`src/rtl/cmp_pkg.sv`:
```
package cmp_pkg;
  typedef enum logic [2:0] {
    MD_OFF  = 3'b000,
    MD_SET  = 3'b001,
    MD_CLR  = 3'b010,
    MD_TGL  = 3'b011,
    MD_ONE  = 3'b100,
    MD_RPT  = 3'b101,
    MD_PWM  = 3'b110,
    MD_PWMF = 3'b111
  } cmp_mode_e;

  localparam int NUM_BASES = 2;
  localparam int NUM_CMP   = 3;
endpackage

```
`src/rtl/cmp_rst_sync.sv`:
```
module cmp_rst_sync #(
  parameter int STAGES = 2
) (
  input  logic clk,
  input  logic rst_n,
  output logic rst_core_n
);
  logic [STAGES-1:0] sync_q;

  always_ff @(posedge clk or negedge rst_n) begin
    if (!rst_n) sync_q <= '0;
    else        sync_q <= {sync_q[STAGES-2:0], 1'b1};
  end

  assign rst_core_n = sync_q[STAGES-1];
endmodule

```
`src/rtl/cmp_tbase_mux.sv`:
```
module cmp_tbase_mux
  import cmp_pkg::*;
#(
  parameter int W = 8
) (
  input  logic [W-1:0] cnt0_i,
  input  logic         wrap0_i,
  input  logic [W-1:0] cnt1_i,
  input  logic         wrap1_i,
  input  logic         sel_i,
  output logic [W-1:0] cnt_o,
  output logic         wrap_o
);
  logic [W-1:0] cnt_arr  [NUM_BASES];
  logic         wrap_arr [NUM_BASES];

  assign cnt_arr[0]  = cnt0_i;
  assign cnt_arr[1]  = cnt1_i;
  assign wrap_arr[0] = wrap0_i;
  assign wrap_arr[1] = wrap1_i;

  always_comb begin
    cnt_o  = cnt_arr[sel_i];
    wrap_o = wrap_arr[sel_i];
  end
endmodule

```
`src/rtl/cmp_match.sv`:
```
module cmp_match
  import cmp_pkg::*;
#(
  parameter int W = 8
) (
  input  logic [W-1:0]       cnt_i,
  input  logic [W-1:0]       pri_i,
  input  logic [W-1:0]       sec_i,
  input  logic [W-1:0]       duty_i,
  output logic [NUM_CMP-1:0] hit_o
);
  logic [W-1:0] ref_v [NUM_CMP];

  assign ref_v[0] = pri_i;
  assign ref_v[1] = sec_i;
  assign ref_v[2] = duty_i;

  for (genvar i = 0; i < NUM_CMP; i++) begin : g_cmp
    assign hit_o[i] = (cnt_i == ref_v[i]);
  end
endmodule

```
`src/rtl/cmp_pin_ctl.sv`:
```
module cmp_pin_ctl
  import cmp_pkg::*;
#(
  parameter int W = 8
) (
  input  logic         clk,
  input  logic         rst_n,
  input  logic [2:0]   mode_i,
  input  logic [W-1:0] pri_i,
  input  logic         wrap_i,
  input  logic         pri_hit_i,
  input  logic         sec_hit_i,
  input  logic         duty_hit_i,
  input  logic         fault_i,
  output logic [W-1:0] duty_o,
  output logic         pin_o,
  output logic         irq_o,
  output logic         flt_o
);
  cmp_mode_e    mode_cur, mode_q;
  logic         pin_q, pin_d;
  logic         irq_q, irq_d;
  logic         flt_q, flt_d;
  logic         done_q, done_d;
  logic [W-1:0] duty_q, duty_d;
  logic         duty_en;
  logic         mode_chg;

  assign mode_cur = cmp_mode_e'(mode_i);
  assign mode_chg = (mode_cur != mode_q);

  always_comb begin
    pin_d   = pin_q;
    irq_d   = 1'b0;
    flt_d   = flt_q;
    done_d  = done_q;
    duty_d  = duty_q;
    duty_en = 1'b0;
    if (mode_chg) begin
      pin_d   = (mode_cur == MD_CLR);
      flt_d   = 1'b0;
      done_d  = 1'b0;
      duty_d  = pri_i;
      duty_en = 1'b1;
    end else begin
      case (mode_cur)
        MD_OFF: pin_d = 1'b0;
        MD_SET: if (pri_hit_i) begin pin_d = 1'b1;   irq_d = 1'b1; end
        MD_CLR: if (pri_hit_i) begin pin_d = 1'b0;   irq_d = 1'b1; end
        MD_TGL: if (pri_hit_i) begin pin_d = ~pin_q; irq_d = 1'b1; end
        MD_ONE, MD_RPT: begin
          if (!done_q) begin
            if (sec_hit_i) begin
              if (pin_q) begin
                irq_d  = 1'b1;
                done_d = (mode_cur == MD_ONE);
              end
              pin_d = 1'b0;
            end else if (pri_hit_i) begin
              pin_d = 1'b1;
            end
          end
        end
        MD_PWM, MD_PWMF: begin
          if ((mode_cur == MD_PWMF) && (fault_i || flt_q)) begin
            flt_d = 1'b1;
            pin_d = 1'b0;
          end else if (wrap_i) begin
            duty_d  = pri_i;
            duty_en = 1'b1;
            pin_d   = (pri_i != '0);
            irq_d   = 1'b1;
          end else if (duty_hit_i) begin
            pin_d = 1'b0;
          end
        end
        default: pin_d = 1'b0;
      endcase
    end
  end

  always_ff @(posedge clk or negedge rst_n) begin
    if (!rst_n) begin
      mode_q <= MD_OFF;
      pin_q  <= 1'b0;
      irq_q  <= 1'b0;
      flt_q  <= 1'b0;
      done_q <= 1'b0;
    end else begin
      mode_q <= mode_cur;
      pin_q  <= pin_d;
      irq_q  <= irq_d;
      flt_q  <= flt_d;
      done_q <= done_d;
    end
  end

  always_ff @(posedge clk or negedge rst_n) begin
    if (!rst_n)       duty_q <= '0;
    else if (duty_en) duty_q <= duty_d;
  end

  assign duty_o = duty_q;
  assign pin_o  = pin_q;
  assign irq_o  = irq_q;
  assign flt_o  = flt_q;
endmodule

```
`src/rtl/cmp_pwm_chan.sv`:
```
module cmp_pwm_chan
  import cmp_pkg::*;
#(
  parameter int W          = 8,
  parameter int SYNC_STAGE = 2
) (
  input  logic         clk,
  input  logic         rst_n,
  input  logic [W-1:0] tmr0_cnt,
  input  logic         tmr0_wrap,
  input  logic [W-1:0] tmr1_cnt,
  input  logic         tmr1_wrap,
  input  logic [2:0]   mode_sel,
  input  logic         base_sel,
  input  logic [W-1:0] cmp_pri,
  input  logic [W-1:0] cmp_sec,
  input  logic         fault_in,
  output logic         pin_out,
  output logic         match_irq,
  output logic         fault_flag
);
  logic               rst_core_n;
  logic [W-1:0]       sel_cnt;
  logic               sel_wrap;
  logic [W-1:0]       duty_act;
  logic [NUM_CMP-1:0] hits;

  cmp_rst_sync #(.STAGES(SYNC_STAGE)) u_rst (
    .clk(clk), .rst_n(rst_n), .rst_core_n(rst_core_n)
  );

  cmp_tbase_mux #(.W(W)) u_mux (
    .cnt0_i(tmr0_cnt), .wrap0_i(tmr0_wrap),
    .cnt1_i(tmr1_cnt), .wrap1_i(tmr1_wrap),
    .sel_i(base_sel), .cnt_o(sel_cnt), .wrap_o(sel_wrap)
  );

  cmp_match #(.W(W)) u_match (
    .cnt_i(sel_cnt), .pri_i(cmp_pri), .sec_i(cmp_sec),
    .duty_i(duty_act), .hit_o(hits)
  );

  cmp_pin_ctl #(.W(W)) u_ctl (
    .clk(clk), .rst_n(rst_core_n), .mode_i(mode_sel), .pri_i(cmp_pri),
    .wrap_i(sel_wrap), .pri_hit_i(hits[0]), .sec_hit_i(hits[1]),
    .duty_hit_i(hits[2]), .fault_i(fault_in), .duty_o(duty_act),
    .pin_o(pin_out), .irq_o(match_irq), .flt_o(fault_flag)
  );
endmodule

```
`config.mk`:
```
export PLATFORM = sky130hd
export DESIGN_NAME = cmp_pwm_chan
export DESIGN_NICKNAME = d
export VERILOG_FILES = /design/src/rtl/cmp_pkg.sv /design/src/rtl/cmp_rst_sync.sv /design/src/rtl/cmp_tbase_mux.sv /design/src/rtl/cmp_match.sv /design/src/rtl/cmp_pin_ctl.sv /design/src/rtl/cmp_pwm_chan.sv
export SDC_FILE = /design/constraint.sdc
export NUM_CORES = 1
export LEC_CHECK = 0
export BUFFER_PORTS_ARGS = -buffer_cell sky130_fd_sc_hd__buf_2
export CAP_MARGIN = 20
export CELL_PAD_IN_SITES_DETAIL_PLACEMENT = 0
export CELL_PAD_IN_SITES_GLOBAL_PLACEMENT = 2
export CORE_AREA = 8 8 68 76
export CTS_BUF_LIST = sky130_fd_sc_hd__clkbuf_4 sky130_fd_sc_hd__clkbuf_8
export DETAILED_ROUTE_END_ITERATION = 7
export DIE_AREA = 0 0 76 84
export GPL_ROUTABILITY_DRIVEN = 0
export PLACE_DENSITY_LB_ADDON = 0.05
export SLEW_MARGIN = 20
export SYNTH_ARGS = -nofsm -noshare
export SYNTH_HDL_FRONTEND = slang
export SYNTH_SLANG_ARGS = --single-unit
```
`constraint.sdc`:
```
create_clock -name clk -period 0.8 [get_ports clk]
set_clock_uncertainty 0.05 [all_clocks]
set_input_delay 0.04 -clock clk [delete_from_list [all_inputs] [get_ports clk]]
set_output_delay 0.04 -clock clk [all_outputs]
set_load 0.005 [all_outputs]
```
# Word-level counts from Yosys, hierarchy flattened
# Cells that the tools add are included.
# W data, S select, Z words.
[classes]
n_addsub = 0
n_mul = 0
div_mod_pow = 0
order_cmp = 1
eq_ne = 16
shifts = 0
muxes = 38
bitwise = 2
n_reduce_logical = 14
[op_table]
columns = ["cell", "count"]
rows = [
  ["$mux W8", 7],
  ["$mux W1", 29],
  ["$eq A8 B8 Y1", 3],
  ["$eq A3 B3 Y1 const B", 4],
  ["$reduce_and A4 Y1", 2],
  ["$reduce_bool A2 Y1", 4],
  ["$reduce_bool A8 Y1", 1],
  ["$eq A3 B2 Y1 const B", 2],
  ["$ne A3 B1 Y1 const B", 2],
  ["$pmux W1 S6", 1],
  ["$ne A5 B2 Y1 const B", 1],
  ["$reduce_or A2 Y1", 2],
  ["$eq A3 B1 Y1 const B", 1],
  ["$logic_not A3 Y1", 1],
  ["$ne A3 B3 Y1", 1],
  ["$ne A3 B3 Y1 const B", 1],
  ["$pmux W1 S3", 1],
  ["$reduce_or A3 Y1", 1],
  ["$ge A2 B2 Y1 const B", 1],
  ["$ne A2 B1 Y1 const B", 1],
  ["$not A1 Y2", 1],
  ["$reduce_and A2 Y1", 1],
  ["$logic_and A1 B1 Y1", 1],
  ["$logic_or A1 B1 Y1", 1],
  ["$not A1 Y1", 1],
]
[totals]
reg_bits = 17
latch_bits = 0
ramBits = 0
rom_bits = 0
in_bits = 41
out_inout_bits = 3
memories = 0

# Longest topological paths before layout
[logic_depth]
word_depth = 10
ltp_mapped = 7
mapped_depth_nobuf = 6

# Hierarchy
# A second synthesis with hierarchy kept.
[unflattened]
hier_cells = 105
hier_area_um2 = 1173.6
[by_module_without_submodules]
columns = ["mod", "n_inst", "cells_each", "area_per_inst_um2"]
rows = [
  ["cmp_pin_ctl", 1, 59, 714.4],
  ["cmp_match", 1, 33, 259.0],
  ["cmp_tbase_mux", 1, 10, 146.4],
  ["cmp_rst_sync", 1, 3, 53.8],
]

# Worst setup path after synthesis
# No wires, ideal clock.
[synth_path]
path_kind = "input port to flip-flop"
from = "input base_sel"
to = "register u_ctl.pin_q, in the netlist u_ctl.pin_o"
setup_time_ns = 0.125
t_arrival_ns = 1.763
required_time_ns = 0.625
path_slack_ns = -1.138
cell_stages = 7
n_path_buf = 1
cell_sequence = "buf_6 mux2i_1 xnor2_1 nor4_1 a21oi_1 nor4_1 mux2_2"
[synth_between]
elab_chain_len = 10
word_cells_on_any_way = 21
classes_between = "eq/ne: 6; mux: 13; bitwise: 1; reduce/logical: 1"
[synth_lines]
columns = ["element", "line_no", "rtl"]
rows = [
  ["start: declaration", "cmp_pwm_chan.sv:14", "input logic base_sel,"],
  ["$not A1 Y2 (implied by the code) *", "cmp_tbase_mux.sv:23, cmp_tbase_mux.sv:24", ""],
  ["$mux W8 (implied by the code) (3 in series)", "cmp_tbase_mux.sv:23", "cnt_o = cnt_arr[sel_i];"],
  ["$eq A8 B8 Y1", "cmp_match.sv:19", "assign hit_o[i] = (cnt_i == ref_v[i]);"],
  ["$mux W1", "--", ""],
  ["$mux W1", "cmp_pin_ctl.sv:53", "if (sec_hit_i) begin"],
  ["$mux W1", "cmp_pin_ctl.sv:52", "if (!done_q) begin"],
  ["$pmux W1 S6", "cmp_pin_ctl.sv:46", "case (mode_cur)"],
  ["$mux W1", "cmp_pin_ctl.sv:39", "if (mode_chg) begin"],
  ["end signal: assignment", "cmp_pin_ctl.sv:91", "pin_q <= pin_d;"],
  ["end: declaration", "cmp_pin_ctl.sv:21", "logic pin_q, pin_d;"],
]
# Mark *: on every way between the ends. The rest lies on a longest branch, timed or not. The select of a mux whose other input is x is not followed.
# A chain may end at the register's enable or synchronous reset.

# Worst setup path in the final report
[layout_path]
from = "register u_ctl.duty_q[2], in the netlist u_ctl.duty_o[2]"
to = "register u_ctl.pin_q, in the netlist u_ctl.pin_o"
[layout_between]
elab_chain_len = 3
[layout_lines]
columns = ["element", "line_no", "rtl"]
rows = [
  ["start: declaration", "cmp_pin_ctl.sv:25", "logic [W-1:0] duty_q, duty_d;"],
  ["start signal: assignment", "cmp_pin_ctl.sv:100", "else if (duty_en) duty_q <= duty_d;"],
  ["$eq A8 B8 Y1", "cmp_match.sv:19", ""],
  ["$ne A5 B2 Y1 (no source line)", "--", ""],
  ["$reduce_and A4 Y1 (no source line)", "--", ""],
]
# Every way passes these cells.

==> out/metrics.cfg <==
[floorplan]
die_x_um = 76
die_h_um = 84
start_util_pct = 29.2
io_pins = 44
row_count = 24
core_um2 = 3870
dieArea_um2 = 6380

[routing]
firstDrtPassIters = 4
wirelength_um = 3730
ant_nets = 0
wl_per_cell_um = 15.4
drt-vias-per-instance = 4.67
vias = 1130
drcViolationCount = 0
drtIter0Drc = 20

[outcome]
violations = setup timing
status = finished, violations left

[logic_synthesis]
netlist_instances = 108
yosys_warnings = 0
ys_ff_latch = 17
synth-seq-area-share_pct = 37.6
ys_types = 27
avgSynthCellArea_um2 = 10.5
syn_area_um2 = 1130
synth_nets = 149

[timing]
worst_slack_ps = -1090
drv_slew = 0
period_share_pct = 237
hold_slack_ps = 17.6
finalHoldViolCount = 0
rsz0062_at_grt = yes
period_minus_slack_ps = 1890
setup_tns_ps = -9290
timing.fmax_mhz = 528
setup-violations-final = 15

[clocking]
clk_pin_slew_worst_paths_ps = 70
cts_tree = done
clock-sinks = 17
cts_buffers = 3
h-tree-depth = 1
cts_root_buffer = clkbuf_8
clk_latency_ps = 250
cts_max_path_buffers = 2

[grt]
grt_pass1_vias = 1203
grt_max_degree = 16
grt_util_all_layers_pct = 11.5
grt_pass1_wl_um = 5820
grt-ovfl-total = 0
antenna_found_initial = 0

[power]
power.total_mw = 2.62
p_leak_nw = 0.893
p_per_area_nw_per_um2 = 1310
vdd_ir_drop_max_uv = 712

[critical_path]
start_kind = flop
rr_worst_depth = 6
path_buf_inv = 1
cp.depth = 6
cp_common_cell = nor4_2
path_delay_family = simple AND/OR/NAND/NOR gates
critPathRequiredTime_ps = 890
worst_setup_path_end_kind = flop
critPathMaxStageDelay_ps = 400
crit_path_max_fanout = 2
cp_slowest_cell = dfrtp_1
critPathKind = flop to flop
cp_data_arrival_time_ps = 1980
path_cells = xnor2_1 > nor4_2 > buf_4 > a211oi_2 > nor4_2 > mux2_2

[cells_and_area]
nets = 232
layout_commonest_cell = buf_2
fin_util_pct = 51.7
layout-drive-gt1-share_pct = 63.2
area_growth_syn_to_layout_pct = 77.0
final_cell_mix = buf_2 (40), buf_4 (30), xnor2_1 (24), dfrtp_1 (17), mux2_4 (8)
num_antenna_cells = 0

[hold_path]
hold_path_depth = 2
worstHoldPathType = input port to flop

[placement]
io_buffer_count = 43
dpl.hpwl_um = 2960
dpl_worst_slack_ps = -1360

[job]
max_cap_viol_count = 0

cells in the mapped netlist:
master / count / area (um2)
mux2i_1: 5 / 50.1
dfrtp_1: 17 / 425
buf_6: 1 / 11.3
nand2_1: 2 / 7.51
conb_1: 1 / 3.75
a31o_2: 1 / 8.76
buf_2: 1 / 5.00
nor3_1: 2 / 10.0
xnor2_1: 26 / 228
nand3_1: 3 / 15.0
nand4_1: 2 / 12.5
clkbuf_1: 2 / 7.51
xor2_1: 1 / 8.76
o21ai_0: 1 / 5.00
a211oi_1: 1 / 7.51
mux2_2: 10 / 113
nand2b_1: 2 / 12.5
or4b_1: 2 / 20.0
a311oi_1: 1 / 8.76
nor4_1: 8 / 50.1
a21o_1: 2 / 15.0
a41oi_1: 1 / 8.76
inv_1: 1 / 3.75
nor2_1: 7 / 26.3
mux2i_2: 3 / 41.3
or2_2: 1 / 6.26
a21oi_1: 4 / 20.0
cells by family after synthesis:
kind of cell              count (synthesis)  synth area share [%]
AOI/OAI and AO/OA                        11                  6.53
xor gates and xnor gates                 27                  20.9
buffers and inverters                     5                  2.43
DFF                                      17                  37.6
muxes                                    18                  18.0
other                                     1                 0.332
and+or+nand+nor                          29                  14.2
metrics by stage:
step	area, um2	instances
after floorplan	1300	108
after global placement	1780	231
after detailed placement	1780	231
after CTS	1910	240
after global routing	2000	242
final	2000	242
final timing paths:
check | startpoint | endpoint | slack (ps)
worst max-delay path | u_ctl.duty_o[2] | u_ctl.pin_o | -1090
worst min-delay path | cmp_pri[5] | u_ctl.duty_o[5] | 20
worst max register to register | u_ctl.duty_o[2] | u_ctl.pin_o | -1090
worst min register to register | u_rst.sync_q[1] | u_ctl.mode_q[1] | 130
max in group asynchronous | u_rst.sync_q[1] | u_ctl.duty_o[0] | 380
min in group asynchronous | rst_n | u_rst.sync_q[1] | 50
flip-flops by register name, summed over array words and instances, names as in the netlist:
name          cells
u_ctl.duty_o      8
u_ctl.mode_q      3
u_rst.sync_q      2
u_ctl.done_q      1
u_ctl.flt_o       1
u_ctl.irq_o       1
u_ctl.pin_o       1
worst reg2reg max path, stage by stage, from the launching register on:
cell and delay (ps):
dfrtp_1 400, xnor2_1 150, nor4_2 280, buf_4 160, a211oi_2 60, nor4_2 310
mux2_2 370
routing by layer:
layer / part of all wire (%) / vias up / global-route usage [%]
met2: 50 / 45 / 19.5
met4: 1.8 / 0 / 5.36
met5: 0 / - / 0
met1: 42 / 530 / 12.9
li1: - / 548 / -
met3: 5.7 / 7 / 3.23
timing repair:
action / CTS / global route
endpoints found under the setup margin: 15 / 15
gates cloned: 0 / 1
pin swaps: 6 / 8
setup buffers: 5 / 2
hold buffers: 2 / 0
endpoints found under the hold margin: 3 / 0
resized for setup: 9 / 13
power breakdown:
| group | leakage [nW] | internal (mW) | switching (mW) |
|---|---|---|---|
| sequential | 0.206 | 0.918 | 0.0479 |
| clock | 0.0262 | 0.388 | 0.298 |
| combinational | 0.661 | 0.580 | 0.384 |
| total | 0.893 | 1.89 | 0.730 |
final cells by class:
| type | instances | area [um2] |
|---|---|---|
| timing repair buffer | 82 | 584 |
| clock buffer | 4 | 48.8 |
| sequential | 17 | 425 |
| multi-input combinational | 86 | 875 |
| inverter | 1 | 3.75 |
| fill | 365 | 1870 |
| tap | 52 | 65.1 |
No activity file was read; power rests on OpenSTA's default activity.
